## src/rtl/ledstrip_regfront.sv

```systemverilog
module ledstrip_regfront #(
  parameter int DEPTH = 32,
  parameter int LENW  = 13
) (
  input  logic        clk,
  input  logic        rst_n,
  input  logic        bus_valid,
  input  logic        bus_write,
  input  logic [7:0]  bus_addr,
  input  logic [31:0] bus_wdata,
  output logic [31:0] bus_rdata,
  output logic        pix_valid,
  input  logic        pix_ready,
  output logic [31:0] pix_data,
  input  logic        gap_done,
  output logic        frame_start,
  output logic [2:0]  cfg_order,
  output logic [31:0] cfg_bit_timing,
  output logic [12:0] cfg_gap_len,
  output logic [9:0]  cfg_led_count,
  output logic        dma_req,
  output logic        irq
);
  localparam int PW = $clog2(DEPTH);
  localparam int CW = $clog2(DEPTH + 1);

  logic [31:0]     mem [DEPTH];
  logic [PW-1:0]   wp, rp;
  logic [CW-1:0]   fill;
  logic [LENW-1:0] len, sent;
  logic            active, dma_en, g_en, e_req, e_fin, s_req, s_fin, s_ovf;
  logic [4:0]      level;

  wire wr      = bus_valid && bus_write;
  wire wr_ctl  = wr && bus_addr == 8'h00;
  wire wr_dat  = wr && bus_addr == 8'h14;
  wire wr_sts  = wr && bus_addr == 8'h20;
  wire start   = wr_ctl && !active && bus_wdata[0] && bus_wdata[16 +: LENW] != '0;
  wire full    = fill == CW'(DEPTH);
  wire push    = wr_dat && !full;
  wire pop     = pix_valid && pix_ready;
  wire at_lvl  = fill <= CW'(level);
  wire finish  = active && sent == len && gap_done;
  wire [5:0] fill6 = 6'(fill);

  assign pix_valid = active && fill != '0 && sent != len;
  assign pix_data  = mem[rp];
  assign dma_req   = dma_en && at_lvl;
  assign irq       = g_en && ((s_fin && e_fin) || (s_req && e_req));

  always_ff @(posedge clk) if (push) mem[wp] <= bus_wdata;

  always_ff @(posedge clk or negedge rst_n) begin
    if (!rst_n) begin
      wp <= '0; rp <= '0; fill <= '0; sent <= '0; len <= '0; active <= 1'b0;
      cfg_order <= '0; cfg_bit_timing <= '0; cfg_gap_len <= '0; cfg_led_count <= '0;
      dma_en <= 1'b0; level <= '0; g_en <= 1'b0; e_req <= 1'b0; e_fin <= 1'b0;
      s_req <= 1'b0; s_fin <= 1'b0; s_ovf <= 1'b0; frame_start <= 1'b0;
    end else begin
      frame_start <= start;
      if (start) begin
        wp <= '0; rp <= '0; fill <= '0; sent <= '0; active <= 1'b1;
      end else begin
        if (push) wp <= (wp == PW'(DEPTH-1)) ? '0 : wp + 1'b1;
        if (pop) begin
          rp   <= (rp == PW'(DEPTH-1)) ? '0 : rp + 1'b1;
          sent <= sent + 1'b1;
        end
        fill <= fill + CW'(push) - CW'(pop);
        if (finish) active <= 1'b0;
      end
      if (wr_ctl && !active) begin
        cfg_order <= bus_wdata[8:6];
        len       <= bus_wdata[16 +: LENW];
      end
      if (wr && bus_addr == 8'h04) cfg_bit_timing <= bus_wdata;
      if (wr && bus_addr == 8'h0C) begin
        cfg_gap_len   <= bus_wdata[28:16];
        cfg_led_count <= bus_wdata[9:0];
      end
      if (wr && bus_addr == 8'h18) begin
        dma_en <= bus_wdata[5];
        level  <= bus_wdata[4:0];
      end
      if (wr && bus_addr == 8'h1C) begin
        g_en <= bus_wdata[5]; e_req <= bus_wdata[1]; e_fin <= bus_wdata[0];
      end
      if (wr_sts && bus_wdata[0]) s_fin <= 1'b0;
      else if (finish)            s_fin <= 1'b1;
      if (wr_sts && bus_wdata[1]) s_req <= 1'b0;
      else if (!dma_en && at_lvl) s_req <= 1'b1;
      if (wr_sts && bus_wdata[2]) s_ovf <= 1'b0;
      else if (wr_dat && full)    s_ovf <= 1'b1;
    end
  end

  always_comb begin
    case (bus_addr)
      8'h00:   bus_rdata = {3'b0, 13'(len), 7'b0, cfg_order, 5'b0, active};
      8'h04:   bus_rdata = cfg_bit_timing;
      8'h0C:   bus_rdata = {3'b0, cfg_gap_len, 6'b0, cfg_led_count};
      8'h18:   bus_rdata = {26'b0, dma_en, level};
      8'h1C:   bus_rdata = {26'b0, g_en, 3'b0, e_req, e_fin};
      8'h20:   bus_rdata = {16'b0, fill6, 7'b0, s_ovf, s_req, s_fin};
      default: bus_rdata = '0;
    endcase
  end

  a_r3_empty_at_start: assert property (@(posedge clk) disable iff (!rst_n)
    frame_start |-> fill == '0);
  a_r5_no_pixel_idle: assert property (@(posedge clk) disable iff (!rst_n)
    !active |-> !pix_valid);
  a_r6_full_drop_flags: assert property (@(posedge clk) disable iff (!rst_n)
    (full && wr_dat && !wr_sts) |=> s_ovf);
  a_r7_dma_needs_enable: assert property (@(posedge clk) disable iff (!rst_n)
    dma_req |-> dma_en);
  a_r9_end_sets_finished: assert property (@(posedge clk) disable iff (!rst_n)
    $fell(active) |-> s_fin);
  a_r10_irq_gated: assert property (@(posedge clk) disable iff (!rst_n)
    irq |-> g_en);
endmodule

```

## config.mk

```make
export PLATFORM = sky130hd
export DESIGN_NAME = ledstrip_regfront
export DESIGN_NICKNAME = d
export VERILOG_FILES = /design/src/rtl/ledstrip_regfront.sv
export SDC_FILE = /design/constraint.sdc
export NUM_CORES = 1
export LEC_CHECK = 0
export ABC_CLOCK_PERIOD_IN_PS = 3700
export BUFFER_PORTS_ARGS = -buffer_cell sky130_fd_sc_hd__buf_2
export CAP_MARGIN = 25
export CORE_MARGIN = 2
export CORE_UTILIZATION = 57
export CTS_CLUSTER_SIZE = 24
export DETAILED_ROUTE_END_ITERATION = 8
export GPL_TIMING_DRIVEN = 1
export HOLD_SLACK_MARGIN = 0.08
export PLACE_DENSITY = 0.74
export REMOVE_ABC_BUFFERS = 1
export SLEW_MARGIN = 40
export SYNTH_ARGS = -nofsm -noshare
export SYNTH_HDL_FRONTEND = slang
export SYNTH_SLANG_ARGS = --single-unit
```

## constraint.sdc

```tcl
create_clock -name clk -period 3.7 [get_ports clk]
set_input_delay 0.37 -clock clk [delete_from_list [all_inputs] [get_ports clk]]
set_output_delay 0.37 -clock clk [all_outputs]
set_load 0.02 [all_outputs]
```

==> metrics.yaml <==
floorplan:
  die_w_um: 286
  core_sq_um: 78700
  core.rowCount: 103
  io_pins: 172
  die_h_um: 286
  die_area_sq_um: 81500
  start_util: 0.574
timing:
  setup_viol: 0
  slew_headroom: 0.467
  holdWs_ns: 0.121
  maxSlewViolCount: 0
  worst_pin_slew_ns: 0.800
  rsz0062_at_grt: "false"
  fmax_mhz: 278
  hold_violations: 0
  fin_crit_ns: 3.60
  setup_ws_ns: 0.102
  clock_skew_ns: 0.0178
  timing.final.crit_share: 0.973
  setup-tns-final_ns: 0
clock_network:
  cts.path.max_buffers: 3
  htree_levels: 3
  clk_pin_slew_ns: 0.06
  cts_root_buf: "clkbuf_16"
  cts_tree: "yes"
  cts_buffers: 112
  cts_sinks: 1138
  insertion_delay_ns: 0.68
critical_path:
  end_kind: "output port"
  critPathLaunchType: "flip-flop"
  slowest_delay_ns: 0.67
  reg2reg_depth: 16
  rrSetupSlack_ns: 0.34
  crit_type: "flip-flop to output port"
  cp_max_fo: 71
  crit_path_top_delay_cell: "dfrtp_4"
  arrival_ns: 3.23
  crit_chain: "buf_16 > mux4_2 > mux2_2 > o221ai_1 > o31ai_1 > buf_2"
  cp.required_ns: 3.33
power_and_ir_drop:
  p_sw_frac: 0.254
  powerDensity_nw_per_um2: 614
  clockPowerShare: 0.362
  p_sw_uw: 8190
  power.leakage_uw: 0.0179
  p_int_uw: 24100
  p_seq_frac: 0.443
  p_comb_frac: 0.196
  irDropWorstVdd_uv: 437
global_routing:
  grt_pass1_vias: 25771
  grt_max_degree: 92
  gr-total-overflow: 0
  antenna_found_initial: 3
  grt_pass1_wl_um: 179000
  grt_usage: 0.308
routing:
  routed_wl_um: 124000
  post-route-drc-count: 0
  vias: 25574
  drtAntennaViolNets: 0
  drt-vias-per-instance: 6.67
  routedWlPerCell_um: 32.3
  drt_iter0_drc: 3382
  drt-pass1-iter-count: 5
layout:
  fillers: 4995
  num-nets-final: 2755
  area_growth_pct: 16.3
  drive_gt1_frac: 0.303
run:
  max_cap_viol_count: 0
synthesis:
  ys_async_sr_fraction: 0.100
  synth-seq-cells: 1138
  synth_common_cells: "edfxtp_1 (1024), mux2i_1 (178), mux4_2 (160), mux2_2 (125), dfrtp_1 (114)"
  seq_area_frac_synth: 0.744
  synthTopCellsByArea: "edfxtp_1 (68%), mux4_2 (8.0%), dfrtp_1 (6.3%), mux2i_1 (3.9%), mux2_2 (3.1%)"
  yosysWarnings: 0
  synth_most_common_cell: "edfxtp_1"
  syn_avg_cell_area_sq_um: 19.0
  yosys.area.top_type: "edfxtp_1"
  yosys.cell_types.count: 59
  ys.flop_type: "edfxtp_1"
  syn-cell-area_sq_um: 45200
  synth_edf_count: 1024
  syn_inst: 2380
  synth_top_area_frac: 0.680
run_status:
  outcome: "finished clean"
placement:
  dpl_worst_slack_ns: 0.326
  gp_congestion: 0.880
  hpwl_um: 72200
  port_buffers: 171
hold_path:
  hold_path_class: "input port to async pin"
[flip-flops by register name, indices dropped and copies added (netlist names)]
| signal | cells |
|---|---|
| s_fin | 1 |
| len | 13 |
| frame_start | 1 |
| cfg_order | 3 |
| s_ovf | 1 |
| e_fin | 1 |
| g_en | 1 |
| wp | 5 |
| e_req | 1 |
| fill | 6 |
| dma_en | 1 |
| cfg_bit_timing | 32 |
| cfg_gap_len | 13 |
| sent | 13 |
| s_req | 1 |
| active | 1 |
| mem | 1024 |
| rp | 5 |
| level | 5 |
| cfg_led_count | 10 |
[cell type report]
| cell class | count | area [sq um] | area share |
|---|---|---|---|
| inverter | 35 | 131 | 0.00250 |
| sequential | 1138 | 33600 | 0.639 |
| timing repair buffer | 329 | 2500 | 0.0476 |
| antenna | 2 | 5.00 | 0.0000952 |
| clock inverter | 64 | 702 | 0.0134 |
| tap | 1050 | 1310 | 0.0250 |
| multi-input combinational | 1070 | 11200 | 0.213 |
| clock buffer | 147 | 3100 | 0.0589 |
[power groups by stage]
| stage | Combinational (uW) | Clock [uW] | Sequential [uW] |
|---|---|---|---|
| global placement | 5930 | 0 | 14600 |
| global route | 6700 | 12300 | 14300 |
| floorplan | 2480 | 0 | 14800 |
| finish | 6320 | 11700 | 14300 |
| CTS | 6210 | 11700 | 14300 |
| detailed placement | 6050 | 0 | 14600 |
[per-stage QoR]
step | total power (uW) | utilization | area, sq um | instances
finish | 32300 | 0.668 | 52600 | 3835
CTS | 32300 | 0.666 | 52500 | 3825
detailed placement | 20700 | 0.617 | 48600 | 3610
global route | 33200 | 0.668 | 52600 | 3834
global placement | 20500 | 0.616 | 48500 | 3608
floorplan | 17300 | - | 44600 | 2243
[per-layer routing]
layer  wire [um]  global-route usage  part of all wire  vias up
met3       14300              0.0687              0.12      270
met1       45900               0.421              0.37    13227
li1            -                   -                 -    10357
met5          13                   0           0.00010        -
met2       58800               0.484              0.47     1718
met4        4950               0.129             0.040        2
[kinds of logic after synthesis]
family	after synthesis	synth area share
DFF	1138	0.744
adders and majority gates	23	0.00653
muxes	467	0.151
and+or+nand+nor	228	0.0259
xor gates and xnor gates	21	0.00407
buffers and inverters	172	0.0158
AOI/OAI and AO/OA	331	0.0527
[critical path, delay by kind of cell, from the launching register on]
family                 cells  cell delay, ns
AO/OA/AOI/OAI              2            0.52
buffers and inverters      2            0.61
multiplexers               2            0.70
flip-flops                 1            0.67
[placed cells by master (no fill, tap or decap), types with 11 or more instances in the layout]
cell type / synthesis / routed
nor2b_1: 38 / 37
clkbuf_16: 0 / 116
o311ai_0: 13 / 11
ha_1: 22 / 22
a21boi_0: 32 / 32
mux2_2: 125 / 125
buf_4: 2 / 117
bufinv_16: 0 / 14
buf_12: 0 / 31
o22ai_1: 45 / 45
inv_1: 32 / 32
clkinv_2: 0 / 21
edfxtp_1: 1024 / 1024
a222oi_1: 19 / 19
clkbuf_1: 76 / 23
mux2i_1: 178 / 177
nand2_1: 58 / 57
o221ai_1: 70 / 70
dfrtp_1: 114 / 109
o21ai_0: 46 / 46
xnor2_1: 13 / 13
mux4_2: 160 / 160
clkinv_1: 0 / 17
nor2_1: 60 / 26
nor2_4: 0 / 34
nand3_1: 13 / 13
buf_2: 44 / 171
o31ai_1: 33 / 31
a21oi_1: 42 / 42
[path summary, 6_finish.rpt]
path | from | end
min in group clk | bus_wdata[12] | mem[14][12]
min | rst_n | cfg_bit_timing[26]
max reg2reg | fill[3] | fill[4]
max | rp[1] | pix_data[8]
max in group asynchronous | rst_n | cfg_bit_timing[29]
min reg2reg | cfg_bit_timing[31] | cfg_bit_timing[31]
[what timing repair did]
item | CTS | global route
resized for setup | 5 | 4
gates cloned | 0 | 0
setup buffers | 2 | 7
setup endpoints to repair | 19 | 12
hold buffers | 2 | 0
hold endpoints to repair | 92 | 0
(Power assumes the default switching activity.)
